===== src/rtl/bsa_pkg.sv =====
package bsa_pkg;
  localparam int N_FIX    = 4;
  localparam int N_REQ    = N_FIX + 4;
  localparam int G_BPL    = N_FIX;
  localparam int G_COP    = N_FIX + 1;
  localparam int G_BLT    = N_FIX + 2;
  localparam int G_CPU    = N_FIX + 3;
  localparam int CTL_W    = 16;
  localparam int B_MASTER = 9;
  localparam int B_BLTPRI = 10;
  localparam int SLOT_W   = 3;
  localparam int DEPTH_W  = 3;
  localparam int SHARE    = 4;

  typedef enum logic [1:0] {
    FETCH_ODD_ONLY,
    FETCH_TWO_PER_GROUP,
    FETCH_ALL_EVEN
  } fetch_mode_e;
endpackage


===== src/rtl/bsa_ctrl_reg.sv =====
module bsa_ctrl_reg #(
  parameter int W = bsa_pkg::CTL_W
) (
  input  logic         clk,
  input  logic         rst,
  input  logic         we,
  input  logic [W-1:0] wdata,
  output logic [W-1:0] ctrl_q
);
  logic [W-1:0] mask;
  assign mask = {1'b0, wdata[W-2:0]};

  always_ff @(posedge clk) begin
    if (rst) begin
      ctrl_q <= '0;
    end else if (we) begin
      if (wdata[W-1]) ctrl_q <= ctrl_q | mask;
      else            ctrl_q <= ctrl_q & ~mask;
    end
  end
endmodule


===== src/rtl/bsa_fetch_map.sv =====
module bsa_fetch_map
  import bsa_pkg::*;
#(
  parameter int SW = SLOT_W,
  parameter int DW = DEPTH_W
) (
  input  logic          hires,
  input  logic [DW-1:0] depth,
  input  logic [SW-1:0] slot_idx,
  output logic          steal_even
);
  fetch_mode_e mode;

  always_comb begin
    if (hires) begin
      if (depth <= DW'(2))      mode = FETCH_ODD_ONLY;
      else if (depth == DW'(3)) mode = FETCH_TWO_PER_GROUP;
      else                      mode = FETCH_ALL_EVEN;
    end else begin
      if (depth <= DW'(4))      mode = FETCH_ODD_ONLY;
      else                      mode = FETCH_TWO_PER_GROUP;
    end
  end

  always_comb begin
    steal_even = 1'b0;
    if (!slot_idx[0]) begin
      case (mode)
        FETCH_ALL_EVEN:      steal_even = 1'b1;
        FETCH_TWO_PER_GROUP: steal_even = slot_idx[1];
        default:             steal_even = 1'b0;
      endcase
    end
  end
endmodule


===== src/rtl/bsa_cpu_share.sv =====
module bsa_cpu_share #(
  parameter int SHARE = bsa_pkg::SHARE
) (
  input  logic clk,
  input  logic rst,
  input  logic tick,
  output logic cpu_turn
);
  localparam int CW = (SHARE > 1) ? $clog2(SHARE) : 1;
  localparam logic [CW-1:0] LAST = CW'(SHARE - 1);

  logic [CW-1:0] cnt;

  always_ff @(posedge clk) begin
    if (rst) begin
      cnt <= '0;
    end else if (tick) begin
      cnt <= (cnt == LAST) ? '0 : cnt + 1'b1;
    end
  end

  assign cpu_turn = (cnt == LAST);
endmodule


===== src/rtl/bsa_pick.sv =====
module bsa_pick
  import bsa_pkg::*;
#(
  parameter int NF = N_FIX,
  parameter int NR = N_REQ
) (
  input  logic          odd,
  input  logic [NR-1:0] elig,
  input  logic          steal,
  input  logic          blt_pri,
  input  logic          cpu_turn,
  output logic [NR-1:0] pick
);
  localparam int I_BPL = NF;
  localparam int I_COP = NF + 1;
  localparam int I_BLT = NF + 2;
  localparam int I_CPU = NF + 3;

  logic taken;
  logic cpu_claims;

  assign cpu_claims = cpu_turn && !blt_pri && elig[I_CPU];

  always_comb begin
    pick  = '0;
    taken = 1'b0;
    if (odd) begin
      if (elig[I_BPL]) begin
        pick[I_BPL] = 1'b1;
        taken = 1'b1;
      end
      for (int k = 0; k < NF; k++) begin
        if (!taken && elig[k]) begin
          pick[k] = 1'b1;
          taken = 1'b1;
        end
      end
      if (!taken && elig[I_COP]) begin
        pick[I_COP] = 1'b1;
        taken = 1'b1;
      end
      if (!taken && elig[I_BLT]) begin
        pick[I_BLT] = 1'b1;
        taken = 1'b1;
      end
    end else begin
      if (steal && elig[I_BPL])            pick[I_BPL] = 1'b1;
      else if (elig[I_COP])                pick[I_COP] = 1'b1;
      else if (elig[I_BLT] && !cpu_claims) pick[I_BLT] = 1'b1;
      else if (elig[I_CPU])                pick[I_CPU] = 1'b1;
    end
  end
endmodule


===== src/rtl/bus_slot_arbiter.sv =====
module bus_slot_arbiter
  import bsa_pkg::*;
#(
  parameter int NF = N_FIX,
  parameter int SW = SLOT_W,
  parameter int DW = DEPTH_W,
  parameter int CW = CTL_W,
  parameter int SH = SHARE
) (
  input  logic           clk,
  input  logic           rst,
  input  logic [SW-1:0]  slot_idx,
  input  logic           hires,
  input  logic [DW-1:0]  bpl_depth,
  input  logic           ctl_we,
  input  logic [CW-1:0]  ctl_wdata,
  input  logic [NF-1:0]  req_fix,
  input  logic           req_bpl,
  input  logic           req_cop,
  input  logic           req_blt,
  input  logic           req_cpu,
  output logic [NF+3:0]  grant,
  output logic           idle,
  output logic           cpu_wait,
  output logic [CW-1:0]  dma_ctrl
);
  localparam int NR    = NF + 4;
  localparam int I_BLT = NF + 2;
  localparam int I_CPU = NF + 3;

  logic [NR-1:0] req_vec;
  logic [NR-1:0] elig;
  logic [NR-1:0] pick;
  logic          steal;
  logic          cpu_turn;
  logic          share_tick;

  assign req_vec = {req_cpu, req_blt, req_cop, req_bpl, req_fix};

  bsa_ctrl_reg #(.W(CW)) u_ctrl (
    .clk   (clk),
    .rst   (rst),
    .we    (ctl_we),
    .wdata (ctl_wdata),
    .ctrl_q(dma_ctrl)
  );

  genvar g;
  generate
    for (g = 0; g < NR - 1; g++) begin : g_elig
      assign elig[g] = req_vec[g] && dma_ctrl[g] && dma_ctrl[B_MASTER];
    end
  endgenerate
  assign elig[I_CPU] = req_vec[I_CPU];

  bsa_fetch_map #(.SW(SW), .DW(DW)) u_map (
    .hires     (hires),
    .depth     (bpl_depth),
    .slot_idx  (slot_idx),
    .steal_even(steal)
  );

  assign share_tick = !slot_idx[0] && elig[I_BLT];

  bsa_cpu_share #(.SHARE(SH)) u_share (
    .clk     (clk),
    .rst     (rst),
    .tick    (share_tick),
    .cpu_turn(cpu_turn)
  );

  bsa_pick #(.NF(NF), .NR(NR)) u_pick (
    .odd     (slot_idx[0]),
    .elig    (elig),
    .steal   (steal),
    .blt_pri (dma_ctrl[B_BLTPRI]),
    .cpu_turn(cpu_turn),
    .pick    (pick)
  );

  always_ff @(posedge clk) begin
    if (rst) begin
      grant    <= '0;
      idle     <= 1'b1;
      cpu_wait <= 1'b0;
    end else begin
      grant    <= pick;
      idle     <= (pick == '0);
      cpu_wait <= req_cpu && !pick[I_CPU];
    end
  end
endmodule


===== config.mk =====
export PLATFORM = sky130hd
export DESIGN_NAME = bus_slot_arbiter
export DESIGN_NICKNAME = d
export VERILOG_FILES = /design/src/rtl/bsa_pkg.sv /design/src/rtl/bsa_ctrl_reg.sv /design/src/rtl/bsa_fetch_map.sv /design/src/rtl/bsa_cpu_share.sv /design/src/rtl/bsa_pick.sv /design/src/rtl/bus_slot_arbiter.sv
export SDC_FILE = /design/constraint.sdc
export NUM_CORES = 1
export LEC_CHECK = 0
export BUFFER_PORTS_ARGS = -buffer_cell sky130_fd_sc_hd__buf_2
export CORE_MARGIN = 2
export CORE_UTILIZATION = 30
export DETAILED_ROUTE_END_ITERATION = 10
export HOLD_SLACK_MARGIN = 0.05
export PLACE_DENSITY = 0.6
export SYNTH_ARGS = -nofsm -noshare
export SYNTH_HDL_FRONTEND = slang
export SYNTH_HIERARCHICAL = 1
export SYNTH_SLANG_ARGS = --single-unit

===== constraint.sdc =====
create_clock -name clk -period 3.1 [get_ports clk]
set_input_delay 0.155 -clock clk [delete_from_list [all_inputs] [get_ports clk]]
set_output_delay 0.155 -clock clk [all_outputs]
set_load 0.1 [all_outputs]

==> summary by stage, run 1 <==
Run status
The flow ran to the end, and the final reports show no timing, DRC or antenna violations.

Power and ir drop
The worst-case IR drop observed on VDD is 0.1784 mV. For this design the static power due to leakage is 0.7710 nW. The power per unit of standard cell area is 446.4 nW/um^2.

Detailed routing
Across all layers, the routed design uses 1111 vias. Summed over all layers, the routed wires come to 2.799 mm. The residual DRC count is 0. The detailed router finished its first iteration with 27 violations. The detailed-routing iteration count for the pre-antenna-repair pass is 4. After detailed routing, the average wire length per cell comes to 11.81 um.

The detail route stage leaves a number of antenna-violating nets equal to 0. The via count normalized by instance count is 4.688.

Worst setup path
Of all nets on the critical path, the largest fanout is 9. The destination of the worst register-to-register timing path is idle. The signal arrival time at the worst endpoint is 2.36 ns. The worst setup path is launched from a register.

Among all stages on the critical path, the largest delay is contributed by sky130_fd_sc_hd__or4b_4. The critical path goes through and3_1 > or4b_4 > o32a_1 > nor4b_2 > nor4_1 > a21o_1. Setup slack on the worst reg-to-reg path comes out at 0.91 ns. STA classifies the critical path endpoint as a register. The largest single stage delay on the critical path is 0.56 ns. The critical path is of the reg2reg type. Counting cells, the worst reg-to-reg path comes to 6. The required time of the worst setup path is 3.27 ns.

STA
The number of hold-slack violations in the final timing report was 0. The headroom to the max-slew limit is 50.11%. Setup violations remaining at the end of the flow were counted as 0.

The smallest hold slack is 0.1563 ns. For the pin with the worst max-slew slack, the measured transition is 0.7296 ns. After routing, the total negative slack on setup checks comes to 0 ns. The highest attainable clock frequency is 457.2 MHz. Setup slack closes at 0.9127 ns. In the finished design, the share of the clock period the worst path needs comes to 70.56%. The final max-slew violation count is 0. Setup repair after global routing left no endpoint under its margin. Clock skew on the completed layout was measured at 0.0009837 ns. After layout, the minimum clock period comes to 2.187 ns.

Synth
The post-synthesis instance total is 132. The synthesized-area fraction occupied by adder cells is 2.944%. The total of flip-flops plus latches after synthesis is 27. The number of different library cells in the post-synthesis netlist is 33.

The number of nets handed over by synthesis was 169. The mapped netlist covers 1275 um^2. In the synthesized netlist the dominant register cell turns out to be sky130_fd_sc_hd__dfxtp_1. For this run, asynchronously set or reset flops after synthesis account for 0%. After Yosys synthesis, XOR and XNOR cells account for 0% of the synthesized area.

The synthesized design spends more area on one cell type than any other, namely sky130_fd_sc_hd__dfxtp_1. The number of enable flip-flop cells after synthesis is 0. The complex-gate fraction of the synthesized area is 22.37%. After synthesis, the cell types taking the most area are sky130_fd_sc_hd__dfxtp_1 42%, sky130_fd_sc_hd__a21bo_1 12%, sky130_fd_sc_hd__a21oi_1 6.3%. In this run the mean area of a mapped cell was 9.659 um^2. The portion of the post-synthesis area used by sequential elements is 42.39%. The synthesized design devotes to its leading area cell type 42.39% of total area. The largest family of logic cells by synthesized area is simple AND/OR/NAND/NOR gates. The synthesis warning total is 6.

The mux share of post-synthesis cell area is 0.7851%. After Yosys synthesis, and, or, nand and nor cells account for 26.40% of the synthesized area.

Clock network
CTS built an H-tree with a depth of 1. TritonCTS created 3 clock buffers. Clock-pin slew was measured on the worst setup and hold paths at 0.09 ns. The post-CTS setup repair buffer count is 0. The maximum clock path buffer count is 2. CTS placed an instance of sky130_fd_sc_hd__clkbuf_8 at the clock tree root.

TritonCTS built the clock tree. The number of hold-repair buffers added at the cts stage is 0. The clock drives 27 sinks. Post-CTS repair changed the size of 0 cells. The clock latency of the later-clocked register in the worst-skew pair is 0.26 ns.

Placement
The congestion estimate from routability-driven global placement came to 0.7258. After legalization and detailed placement, the total HPWL measured 2.095 mm. The instance count after placement with tap cells included is 233. The quantity of I/O buffers inserted on ports is 57. The worst slack at placement is 0.9006 ns. After detailed placement, the total cell area comes to 1569 um^2.

Global routing
The number of antenna violations at the first check in global routing is 0. The first global-routing pass estimated 4.733 mm of wire. For this run the aggregate overflow at the end of global routing stands at 0. The via count of the first global-routing pass is 1085. Entering global routing, the biggest net connects 31 pins. The overall track demand over capacity in global routing is 11.82%.

Final layout
The area growth from synthesis to layout is 26.69%. The number of inserted diodes is 0. Leaving out fill and tap cells, the most frequent cell in the layout is sky130_fd_sc_hd__buf_2. The count of non-filler cells in the finished layout is 237.

The total number of nets in the final design is 225. The finished cells cover 1615 um^2. The library cells used most frequently in the layout, excluding fill and tap cells, are 57 x sky130_fd_sc_hd__buf_2, 27 x sky130_fd_sc_hd__dfxtp_1, 16 x sky130_fd_sc_hd__a21oi_1. Counting the fill cells in the layout gives 405. The footprint of the flip-flops and latches is 540.5 um^2. The area of the multi-input gates is 673.1 um^2. The share of cells above drive strength 1 is 34.76%.

Worst hold path
The cell depth of the worst min-delay path is 3. The path class of the tightest hold or removal check is in2reg. The worst hold path begins at ctl_wdata[8].

Die
The area of the core is 4058 um^2. The chip height is 69.19 um. The x dimension of the die is 69.19 um. The floorplan has 23 rows. During I/O placement, the number of pins put on the boundary was 60. The starting density of the core is 31.42%.

The floorplan die area is 4787 um^2.

Job
The tool flagged a number of max-cap violations equal to 0.
-- critical path: cells and delay by family, from the launching register on --
| kind | cells | cell delay [ns] |
|---|---|---|
| AND/OR/NAND/NOR | 4 | 1.19 |
| flip-flops | 1 | 0.40 |
| AO/OA/AOI/OAI | 2 | 0.50 |
-- how the worst max path moves through the flow --
stage | from | to | slack, ns | cells after the start
3_5_place_dp | hires | idle | 0.90 | 10
6_report | register | idle | 0.91 | 6
5_1_grt | register | idle | 0.80 | 6
4_1_cts | register | idle | 0.91 | 6
3_3_place_gp | hires | idle | 0.93 | 10
2_1_floorplan | register | idle | 0.60 | 6
-- layer usage --
layer	track usage, %	share of wire (%)	vias to the layer above
met3	3.634	7.8	6
li1	-	-	580
met1	15.37	49	483
met5	0	0	-
met2	18.06	41	42
met4	5.011	1.8	0
-- cell families (layout without fill, tap and decap cells) --
logic type	after synthesis	after routing
AO/OA/AOI/OAI	38	38
buffers and inverters	8	63
multiplexers	1	1
adder cells (fa/ha/maj)	3	3
flip-flops	27	27
AND/OR/NAND/NOR	54	54
other	1	1
-- layout make-up --
| type | count | area share, % |
|---|---|---|
| multi-input combinational | 97 | 41.67 |
| timing repair buffer | 57 | 17.66 |
| clock buffer | 3 | 2.556 |
| clock inverter | 1 | 0.3098 |
| inverter | 2 | 0.4648 |
| sequential | 27 | 33.46 |
| tap | 50 | 3.873 |
-- per-stage QoR --
stage / power [W] / utilization [%]
floorplan: 0.0004959 / -
global placement: 0.0005344 / 38.67
detailed placement: 0.0005354 / 38.67
CTS: 0.0007328 / 39.81
global route: 0.0007579 / 39.81
finish: 0.0007210 / 39.81
-- report_power, final --
part	leakage, nW	switching, W	internal [W]
clock	0.0255	0.000104	0.0000898
combinational	0.526	0.000122	0.0000407
sequential	0.220	0.00000663	0.000358
-- cell usage after synthesis (2+ instances only) --
master / number
sky130_fd_sc_hd__nand3_1: 15
sky130_fd_sc_hd__ha_1: 3
sky130_fd_sc_hd__nor2b_1: 8
sky130_fd_sc_hd__a21bo_1: 15
sky130_fd_sc_hd__buf_4: 2
sky130_fd_sc_hd__and3_1: 7
sky130_fd_sc_hd__buf_6: 3
sky130_fd_sc_hd__inv_1: 2
sky130_fd_sc_hd__nand2_1: 2
sky130_fd_sc_hd__and2b_1: 2
sky130_fd_sc_hd__nor3_1: 2
sky130_fd_sc_hd__nor3b_1: 2
sky130_fd_sc_hd__o21a_1: 2
sky130_fd_sc_hd__dfxtp_1: 27
sky130_fd_sc_hd__nor2_1: 4
sky130_fd_sc_hd__nand2b_1: 4
sky130_fd_sc_hd__a21oi_1: 16
(Power assumes the default switching activity.)
==> run 2, diff against run 1 <==
ABC_AREA = 1   (was unset)
PLACE_DENSITY = 0.61   (was 0.6)
clock period = 1.93 ns   (was 3.1 ns; I/O delays follow)
==> run 2 against run 1 <==
Largest cell class unchanged. Highest routed layer is now met3. Critical path type unchanged. Critical path depth up 4. Final cell count up 43%. Global-route usage up 0.17 points.
==> summary by stage, run 2 <==
Global routing
The global-route congestion overflow total was 0 (unchanged). The via count of the first global-routing pass is 1186 (+9.3%). The overall track demand over capacity in global routing is 11.98% (+0.17 points). The number of antenna violations at the first check in global routing is 0 (unchanged). The met1 capacity usage during global routing was 14.29% (-1.1 points).

The first-pass GRT wire length is 4.947 mm (+4.5%). The routing usage on met3 is 3.611% (-0.023 points). The most congested layer reported by global routing is met2. The met2 capacity usage during global routing came to 21.20% (+3.1 points). The pin count of the biggest net entering global routing is 16 (-48%).

Worst hold path
The cell depth of the worst min-delay path is 3 (unchanged). The class of the tightest hold or removal check is in2reg.

Clock network
The clock latency of the later-clocked register in the worst-skew pair is 0.27 ns (about the same). The number of buffers inserted during clock tree synthesis was 3 (unchanged). The clock-pin slew on the worst setup and hold paths is 0.09 ns (about the same).

The number of hold-repair buffers added at the cts stage is 0 (unchanged). TritonCTS built the clock tree. The CTS H-tree depth is 1 (unchanged).

The number of sinks driven by the clock tree is 27 (unchanged). The post-CTS setup repair buffer count was 0 (unchanged). The total of cells resized after clock tree synthesis came to 0 (unchanged). The maximum clock path buffer count came to 2 (unchanged). Clock tree synthesis selected as its root buffer the cell sky130_fd_sc_hd__clkbuf_8.

Worst setup path
The signal arrival time at the worst endpoint is 1.67 ns (-0.69 ns). Walking the worst path, the cells encountered are inv_1 > nor2_1 > nor2_1 > nand4_1 > nand2_1 > nand2_1 > inv_1 > nor2_1 > nand2_1 > o21ai_1. The classification of the worst setup path is reg2reg. The kind of cell adding the most delay to the critical path is simple AND/OR/NAND/NOR gates. The highest net fanout along the worst path is 6 (-3).

For this design, the slowest cell found on the critical path is sky130_fd_sc_hd__dfxtp_2. The number of cell instances on the worst register-to-register path is 10 (+4). The required time of the worst setup path came to 2.14 ns (-1.13 ns). The worst setup path is captured at a register. The number of logic stages on the critical path including buffering is 10 (+4). The largest stage delay on the critical path is 0.36 ns (-0.20 ns). The worst setup path is launched from a register. The buffer and inverter count on the worst path came to 2 (+2).

Detailed routing
The routed wirelength normalized by instance count is 8.666 um (-27%). The violation count after the first detailed-routing iteration is 44 (+63%). The final wirelength is 2.929 mm (+4.6%). The residual DRC count is 0 (unchanged). The detailed-routing iteration count for the pre-antenna-repair pass is 4 (unchanged). The via count normalized by instance count is 4.071 (-13%).

The count of nets left with antenna violations after detail routing is 0 (unchanged). The via total after detailed routing came to 1376 (+24%).

Placement
The HPWL after detailed placement is 2.296 mm (+9.6%). The last weighted congestion value of the routability-driven placer is 0.8386 (+16%). The quantity of I/O buffers inserted on ports is 57 (unchanged). The worst slack at placement is 0.2677 ns (-0.6329 ns).

Job
The number of violations of the max-capacitance limit is 0 (unchanged).

Die
The chip height is 72.10 um (+4.2%). The number of ports placed on the die boundary is 60 (unchanged). The floorplan die area is 5198 um^2 (+8.6%). The number of cell rows is 24 (+4.3%). The starting density of the core is 31.52% (+0.098 points).

The x dimension of the die is 72.10 um (+4.2%). The area of the core is 4414 um^2 (+8.8%).

Synth
The mean cell area of the mapped netlist is 6.049 um^2 (-37%). The complex-gate fraction of the synthesized area came to 2.788% (-20 points). The synthesized-area fraction occupied by adder cells was 2.698% (-0.25 points).

The dominant register cell in the synthesized netlist is sky130_fd_sc_hd__dfxtp_1. By area, the combinational part of the netlist is dominated by simple AND/OR/NAND/NOR gates. The area of the mapped netlist is 1391 um^2 (+9.1%).

The synthesis warning total came to 6 (unchanged). The most repeated cell in the gate-level netlist after synthesis is sky130_fd_sc_hd__nand2_1. By area the synthesized netlist is led by sky130_fd_sc_hd__dfxtp_1 39%, sky130_fd_sc_hd__nand2_1 19%, sky130_fd_sc_hd__nor2_1 15%. The async set-or-reset flop fraction in the synthesized netlist is 0% (unchanged). The fraction of post-synthesis cell area in the top cell type by area is 38.85% (-3.5 points). The total of flip-flops plus latches after synthesis came to 27 (unchanged). The simple-gate share of the synthesized area came to 39.93% (+14 points).

The post-synthesis instance total is 230 (+74%). Summed over all instances, the cell type with the most area after synthesis is sky130_fd_sc_hd__dfxtp_1. The synthesized netlist net count is 267 (+58%). The xor/xnor share of the synthesized area is 0% (unchanged). By count the netlist is led by 72 x sky130_fd_sc_hd__nand2_1, 57 x sky130_fd_sc_hd__nor2_1, 44 x sky130_fd_sc_hd__inv_1, 27 x sky130_fd_sc_hd__dfxtp_1, 4 x sky130_fd_sc_hd__nand3_1. The number of different library cells in the post-synthesis netlist is 22 (-33%). The portion of the post-synthesis area used by sequential elements was 38.85% (-3.5 points). The mux share of post-synthesis cell area was 0% (-0.79 points). The number of enable flip-flop cells after synthesis came to 0 (unchanged).

STA
The highest attainable clock frequency is 681.5 MHz (+49%). The worst setup skew after layout was 0.006726 ns (+0.005742 ns). The number of hold-slack violations in the final timing report is 0 (unchanged). The smallest hold slack came to 0.07260 ns (-0.08374 ns). The sum of negative setup slack is 0 ns (unchanged). Setup repair after global routing left no endpoint under its margin. The final max-slew violation count is 0 (unchanged). The setup violation total in the final timing report is 0 (unchanged).

The slack of the critical path is 0.4626 ns (-0.4501 ns). The post-route clock period utilization is 76.03% (+5.5 points). The post-route minimum period is 1.467 ns (-0.7199 ns).

Final layout
The area growth from synthesis to layout is 25.54%. The number of inserted diodes is 0 (unchanged). The library cells used most frequently in the layout, excluding fill and tap cells, are 72 x sky130_fd_sc_hd__nand2_1, 57 x sky130_fd_sc_hd__nor2_1, 57 x sky130_fd_sc_hd__buf_2. The utilization after layout is 39.57% (-0.24 points).

The total number of nets in the final design is 324 (+44%). The share of cells above drive strength 1 is 24.13% (-11 points). The most common library cell in the layout ignoring fill and taps is sky130_fd_sc_hd__nand2_1. The count of fill cells added during filler insertion is 486 (+20%).

Power and ir drop
The power per unit of standard cell area came to 727.8 nW/um^2 (+63%). The static leakage is 1.023 nW (+33%). The largest voltage drop on the vdd net is 0.3330 mV (+87%).

Run status
The run finished with clean final reports.
[run 2: where the power goes]
| group | total [W] | switching [W] | internal (W) |
|---|---|---|---|
| Sequential | 0.000597 | 0.0000144 | 0.000583 |
| Combinational | 0.000359 | 0.000285 | 0.0000744 |
| Clock | 0.000315 | 0.000170 | 0.000144 |
[run 2: area by class of cell]
cell class | instances | area [um^2] | share of cell area, %
clock buffer | 3 | 41.29 | 2.364
clock inverter | 1 | 5.005 | 0.2865
inverter | 46 | 172.7 | 9.885
timing repair buffer | 57 | 285.3 | 16.33
sequential | 27 | 541.8 | 31.02
tap | 52 | 65.06 | 3.725
multi-input combinational | 152 | 635.6 | 36.39
[run 2: per-layer routing]
layer / up-vias / wire length [um]
li1: 772 / -
met5: - / 0
met3: 0 / 155
met2: 35 / 1417
met4: 0 / 0
met1: 569 / 1356
[run 2: logic make-up after synthesis]
kind of cell             after synthesis
AND/OR/NAND/NOR                      141
AO/OA/AOI/OAI                          7
other                                  1
buffers and inverters                 51
flip-flops                            27
adder cells (fa/ha/maj)                3
[run 2: path summary, 6_finish.rpt]
path,startpoint,end,slack [ns]
hold / removal,req_cpu,cpu_wait,0.07
hold reg to reg,u_share/cnt[0],u_share/cnt[0],0.49
setup / recovery,register,idle,0.46
setup reg to reg,register,idle,0.46
[run 2: stage by stage]
step                      cell area, um^2  total power, W  cells
after floorplan                      1393       0.0008985    230
after global placement               1700       0.0009699    334
after detailed placement             1700       0.0009724    334
after CTS                            1747        0.001296    338
after global routing                 1747        0.001343    338
final                                1747        0.001271    338
[run 2: worst register-to-register path, stage by stage, from the launching register on]
cell                      delay (ns)
sky130_fd_sc_hd__dfxtp_2        0.36
sky130_fd_sc_hd__inv_1          0.10
sky130_fd_sc_hd__nor2_1         0.29
sky130_fd_sc_hd__nor2_1         0.12
sky130_fd_sc_hd__nand4_1        0.12
sky130_fd_sc_hd__nand2_1        0.06
sky130_fd_sc_hd__nand2_1        0.06
sky130_fd_sc_hd__inv_1          0.04
sky130_fd_sc_hd__nor2_1         0.09
sky130_fd_sc_hd__nand2_1        0.06
sky130_fd_sc_hd__o21ai_1        0.11
